==> src/rtl/kd_pkg.sv <==
package kd_pkg;
  // Outcome of one strobe evaluation.
  typedef enum logic [1:0] {
    KD_SKIP   = 2'd0,  // no strobe or blackout active
    KD_SAME   = 2'd1,  // pattern equals the record
    KD_RECORD = 2'd2,  // new pressed pattern, keep it
    KD_REPORT = 2'd3   // release seen, emit the record
  } kd_dec_e;

  function automatic int unsigned kd_cycles(input int unsigned clk_hz,
                                            input int unsigned dur_us);
    int unsigned c;
    c = (clk_hz / 1_000_000) * dur_us;
    if (c == 0) c = 1;
    return c;
  endfunction
endpackage

==> src/rtl/kd_sync.sv <==
module kd_sync #(
  parameter int W      = 8,
  parameter int STAGES = 2
) (
  input  logic         clk,
  input  logic         rst_n,
  input  logic [W-1:0] d_in,
  output logic [W-1:0] d_out
);
  logic [W-1:0] stage_q [STAGES];

  for (genvar s = 0; s < STAGES; s++) begin : g_stage
    if (s == 0) begin : g_first
      always_ff @(posedge clk or negedge rst_n) begin
        if (!rst_n) stage_q[0] <= '1;
        else        stage_q[0] <= d_in;
      end
    end else begin : g_next
      always_ff @(posedge clk or negedge rst_n) begin
        if (!rst_n) stage_q[s] <= '1;
        else        stage_q[s] <= stage_q[s-1];
      end
    end
  end

  assign d_out = stage_q[STAGES-1];
endmodule

==> src/rtl/kd_blackout.sv <==
module kd_blackout #(
  parameter int unsigned CYC = 16
) (
  input  logic clk,
  input  logic rst_n,
  input  logic start,
  output logic busy
);
  localparam int CW = $clog2(CYC + 1);
  localparam logic [CW-1:0] LOAD = CW'(CYC);

  logic [CW-1:0] remain_q;

  always_ff @(posedge clk or negedge rst_n) begin
    if (!rst_n)          remain_q <= '0;
    else if (start)      remain_q <= LOAD;
    else if (remain_q != '0) remain_q <= remain_q - 1'b1;
  end

  assign busy = (remain_q != '0);
endmodule

==> src/rtl/kd_tracker.sv <==
module kd_tracker
  import kd_pkg::*;
#(
  parameter int W = 8
) (
  input  logic         clk,
  input  logic         rst_n,
  input  logic         smp_en,
  input  logic         busy,
  input  logic [W-1:0] pat,
  output logic         start,
  output logic [W-1:0] held,
  output logic [W-1:0] code,
  output logic         valid
);
  localparam logic [W-1:0] IDLE = '1;

  kd_dec_e dec;

  always_comb begin
    if (!smp_en || busy)  dec = KD_SKIP;
    else if (pat == held) dec = KD_SAME;
    else if (pat == IDLE) dec = KD_REPORT;
    else                  dec = KD_RECORD;
  end

  assign start = (dec == KD_RECORD) || (dec == KD_REPORT);

  always_ff @(posedge clk or negedge rst_n) begin
    if (!rst_n) begin
      held  <= IDLE;
      code  <= IDLE;
      valid <= 1'b0;
    end else begin
      code  <= (dec == KD_REPORT) ? held : IDLE;
      valid <= (dec == KD_REPORT);
      case (dec)
        KD_RECORD: held <= pat;
        KD_REPORT: held <= IDLE;
        default:   held <= held;
      endcase
    end
  end
endmodule

==> src/rtl/key_release_debouncer.sv <==
module key_release_debouncer #(
  parameter int          KEY_W       = 8,
  parameter int unsigned CLK_HZ      = 100_000_000,
  parameter int unsigned BLACKOUT_US = 10_000,
  parameter int          SYNC_STAGES = 2
) (
  input  logic             clk,
  input  logic             rst_n,
  input  logic [KEY_W-1:0] raw_keys,
  input  logic             smp_en,
  output logic [KEY_W-1:0] key_code,
  output logic             key_valid
);
  localparam int unsigned BLK_CYC = kd_pkg::kd_cycles(CLK_HZ, BLACKOUT_US);

  logic [KEY_W-1:0] synced;
  logic [KEY_W-1:0] held_pat;
  logic             blk_start;
  logic             blk_busy;

  kd_sync #(.W(KEY_W), .STAGES(SYNC_STAGES)) u_sync (
    .clk   (clk),
    .rst_n (rst_n),
    .d_in  (raw_keys),
    .d_out (synced)
  );

  kd_blackout #(.CYC(BLK_CYC)) u_blk (
    .clk   (clk),
    .rst_n (rst_n),
    .start (blk_start),
    .busy  (blk_busy)
  );

  kd_tracker #(.W(KEY_W)) u_trk (
    .clk    (clk),
    .rst_n  (rst_n),
    .smp_en (smp_en),
    .busy   (blk_busy),
    .pat    (synced),
    .start  (blk_start),
    .held   (held_pat),
    .code   (key_code),
    .valid  (key_valid)
  );
endmodule

==> config.mk <==
export PLATFORM = sky130hd
export DESIGN_NAME = key_release_debouncer
export DESIGN_NICKNAME = d
export VERILOG_FILES = /design/src/rtl/kd_pkg.sv /design/src/rtl/kd_sync.sv /design/src/rtl/kd_blackout.sv /design/src/rtl/kd_tracker.sv /design/src/rtl/key_release_debouncer.sv
export SDC_FILE = /design/constraint.sdc
export NUM_CORES = 1
export LEC_CHECK = 0
export ABC_AREA = 0
export BUFFER_PORTS_ARGS = -buffer_cell sky130_fd_sc_hd__buf_2
export CELL_PAD_IN_SITES_DETAIL_PLACEMENT = 0
export CELL_PAD_IN_SITES_GLOBAL_PLACEMENT = 1
export CORE_UTILIZATION = 35
export CTS_BUF_LIST = sky130_fd_sc_hd__clkbuf_4 sky130_fd_sc_hd__clkbuf_8
export CTS_CLUSTER_DIAMETER = 60
export DETAILED_ROUTE_END_ITERATION = 10
export PLACE_DENSITY = 0.61
export SYNTH_ARGS = -nofsm -noshare
export SYNTH_HDL_FRONTEND = slang
export SYNTH_HIERARCHICAL = 1
export SYNTH_SLANG_ARGS = --single-unit
==> constraint.sdc <==
create_clock -name clk -period 2.86 [get_ports clk]
set_clock_uncertainty 0.15 [all_clocks]
set_input_delay 0.429 -clock clk [delete_from_list [all_inputs] [get_ports clk]]
set_output_delay 0.429 -clock clk [all_outputs]
set_load 0.02 [all_outputs]
==> metrics.md <==
| Metric | Value |
|---|---|
| Net Sw Power | `294.4 uW` |
| Clock insertion delay at the later pin of the skew report | `0.31 ns` |
| Static Leak | `0.001069 uW` |
| Crit-path cells | `inv_1 > ha_1 > or4b_4 > nor3_2 > nand2_1 > nor2b_1 > o21a_1 > buf_12 > nor2_1 > mux2_1` |
| Status | `finished, final reports clean` |
| Synth unique cells | `45` |
| Routed vias | `1550` |
| GP Congestion | `0.7059` |
| Sequential share of the synthesized area | `0.5471` |
| Antenna diodes | `0` |
| Max cap viols | `0` |
| Setup TNS | `0 ns` |
| WP data required | `2.90 ns` |
| Critical path's slowest cell | `or4b_4` |
| H-tree depth | `2` |
| Post-synthesis compound-gate area fraction | `0.06112` |
| Vias per cell | `4.769` |
| Buf+Inv Stages, Crit Path | `2` |
| Min Tclk post-route | `2.668 ns` |
| Clock network power share | `0.356` |
| Comb power frac | `0.023` |
| Pin count of the biggest net entering global routing | `54` |
| Largest family of logic cells by synthesized area | `simple AND/OR/NAND/NOR gates` |
| Initial core utilization | `0.3656` |
| Setup Crit Path Kind | `reg2reg` |
| FF+latch count, synth | `53` |
| Die area | `7477 sq um` |
| RSZ-0062 raised after global routing | `false` |
| Number of gates resized after CTS | `0` |
| GRT Total Usage | `0.1301` |
| Synth cell count leaders | `32 x dfstp_2, 21 x dfrtp_1, 18 x nor2_1` |
| Arrival @ worst endpoint | `2.71 ns` |
| Share of flip-flops with an asynchronous set or reset | `1.000` |
| Post-Synth XOR/XNOR Area | `0.02806` |
| P_int | `960.6 uW` |
| Initial antenna violation count | `0` |
| Clk slew on worst S/H paths | `0.11 ns` |
| Die Span X | `86.47 um` |
| Prevailing post-synth register cell | `dfstp_2` |
| First-pass GRT wire length | `7417 um` |
| DRT iter0 DRCs | `50` |
| TritonCTS Buffers | `5` |
| Min-delay worst type | `in2reg` |
| Fin crit share | `0.9328` |
| Drt pass-1 iters | `4` |
| Mux cell area share after synthesis | `0.1042` |
| CP startpoint kind | `flip-flop` |
| Synthesized area per cell | `12.12 sq um` |
| Row cnt | `30` |
| Mapped Cells | `206` |
| Post-Syn Nets | `219` |
| Synthesized area | `2497 sq um` |
| Critical path fanouts, max | `37` |
| FMAX | `374.9 MHz` |
| Slew margin rel. | `0.5592` |
| Drt drc | `0` |
| Hold_buf cts | `0` |
| CTS sink cnt | `53` |
| Post-synth EDFFs | `0` |
| Synth Area in Adders | `0.01002` |
| Post-synth top area share | `0.3367` |
| TritonCTS clock tree | `done` |
| P&R area growth vs syn | `12.07%` |
| GR Overflow Total | `0` |
| Routed WL | `4298 um` |
| Power Density | `448.4 nW/um^2` |
| Sequential fraction of design power | `0.621` |
| Clock Path Buffers | `2` |
| Top-count cell post-synth | `dfstp_2` |
| Setup WS post-layout | `0.1923 ns` |
| CTS Root Cell | `clkbuf_8` |
| Main area contributors after synthesis | `dfstp_2 34%, dfrtp_1 21%, mux2_4 4.8%` |
| Worst setup EP type | `flip-flop` |
| # setup viols final | `0` |
| Largest area contributor in the netlist | `dfstp_2` |
| Boundary Pins | `20` |
| Layout cell share with drive strength beyond 1 | `0.4148` |
| CP delay by family, top | `simple AND/OR/NAND/NOR gates` |
| Post-CTS Setup Bufs | `0` |
| DPL Wire Length | `2854 um` |
| CP peak stage delay | `0.51 ns` |
| IO Port Bufs | `19` |
| Fin. max-slew vios | `0` |
| Final hold vios | `0` |
| Die H | `86.47 um` |
| Synth Area in Simple Gates | `0.2069` |
| Number of synthesis warnings | `6` |
| CORE AREA | `6832 sq um` |
| Vias in the first global route | `1530` |
| # nets final | `241` |
| Worst vdd ir | `0.1737 mV` |
| Setup Slack @ Placement | `0.2251 ns` |
| Worst slew pin tran | `0.6612 ns` |
| Drt wl/cell | `13.22 um` |
| Routed Antenna Nets | `0` |
| Switching Fraction | `0.2346` |
worst reg2reg max path, stage by stage (launching register included):
cell and delay [ns]:
dfrtp_1 0.42, inv_1 0.10, ha_1 0.14, or4b_4 0.51
nor3_2 0.20, nand2_1 0.10, nor2b_1 0.15, o21a_1 0.20
buf_12 0.21, nor2_1 0.07, mux2_1 0.29
cell families (layout without fill, tap and decap cells):
group                    after synthesis  in the layout
adder cells (fa/ha/maj)                2              2
AND/OR/NAND/NOR                       82             82
XOR/XNOR                               8              8
buffers and inverters                 17             40
flip-flops                            53             53
multiplexers                          21             21
AO/OA/AOI/OAI                         23             23
metal layers:
layer,share of wire,vias to the layer above,GRT usage
met2,0.46,27,0.2042
li1,-,761,-
met5,0,-,0
met1,0.49,754,0.1741
met3,0.032,8,0.02857
met4,0.018,0,0.05455
area by class of cell:
type | instances | area (sq um)
timing repair buffer | 29 | 182.7
sequential | 53 | 1366
tap | 96 | 120.1
clock inverter | 3 | 25.02
clock buffer | 5 | 68.82
inverter | 3 | 11.26
fill | 667 | 4033
multi-input combinational | 136 | 1025
power groups by stage:
stage / Clock [uW] / Sequential (uW) / Combinational, uW
floorplan: 0 / 786 / 17.4
global placement: 0 / 792 / 29.9
detailed placement: 0 / 792 / 30.0
CTS: 473 / 780 / 30.3
global route: 502 / 781 / 32.9
finish: 447 / 779 / 28.7
state kept, by name (all words and copies together) (netlist names):
name / count
u_blk/remain_q: 20
u_sync/d_out: 8
u_sync/stage_q: 8
u_trk/code: 8
u_trk/held: 8
u_trk/valid: 1
stage by stage:
step | hold slack, ns | total power, uW | cells | util | cell area, sq um
2_1_floorplan | -0.01659 | 803.2 | 206 | - | 2499
3_3_place_gp | 0.1961 | 821.6 | 317 | 0.3960 | 2705
3_5_place_dp | 0.1968 | 821.8 | 317 | 0.3960 | 2705
4_1_cts | 0.04021 | 1283 | 325 | 0.4097 | 2799
5_1_grt | 0.03202 | 1315 | 325 | 0.4097 | 2799
6_report | 0.05663 | 1255 | 325 | 0.4097 | 2799
layout by cell type (no fill, tap or decap), types with 2 or more instances in the layout:
cell type | Yosys | routed
nor3_1 | 4 | 4
ha_1 | 2 | 2
nand2_1 | 7 | 7
a2111oi_0 | 2 | 2
nand3_1 | 2 | 2
nor4_4 | 2 | 2
mux2i_1 | 5 | 5
inv_1 | 3 | 3
nand4_1 | 5 | 5
or3_1 | 3 | 3
o21ai_0 | 4 | 4
nor4_1 | 5 | 5
nand2b_1 | 2 | 2
mux2_1 | 7 | 7
nand3b_1 | 2 | 2
xnor2_1 | 8 | 8
nor2b_1 | 14 | 14
or2_2 | 9 | 9
a21oi_1 | 7 | 7
buf_4 | 9 | 9
a211oi_1 | 2 | 2
buf_2 | 1 | 19
o21ai_1 | 2 | 2
dfstp_2 | 32 | 32
mux2_4 | 8 | 8
dfrtp_1 | 21 | 21
clkbuf_8 | 0 | 5
inv_6 | 0 | 2
nor2_1 | 18 | 18
worst paths after layout:
check                                               from                             end  slack [ns]  depth (start not counted)
setup / recovery           u_blk/remain_q[0]$_DFFE_PN0P_  u_blk/remain_q[15]$_DFFE_PN0P_        0.19                         10
hold / removal                               raw_keys[4]    u_sync/stage_q[12]$_DFF_PN1_        0.06                          1
setup reg to reg           u_blk/remain_q[0]$_DFFE_PN0P_  u_blk/remain_q[15]$_DFFE_PN0P_        0.19                         10
hold reg to reg             u_sync/stage_q[10]$_DFF_PN1_       u_sync/d_out[2]$_DFF_PN1_        0.21                          0
max in group asynchronous                          rst_n   u_blk/remain_q[2]$_DFFE_PN0P_        2.05                          2
min in group asynchronous                          rst_n  u_blk/remain_q[10]$_DFFE_PN0P_        0.08                          2
Power figures use the tool's default switching activity.
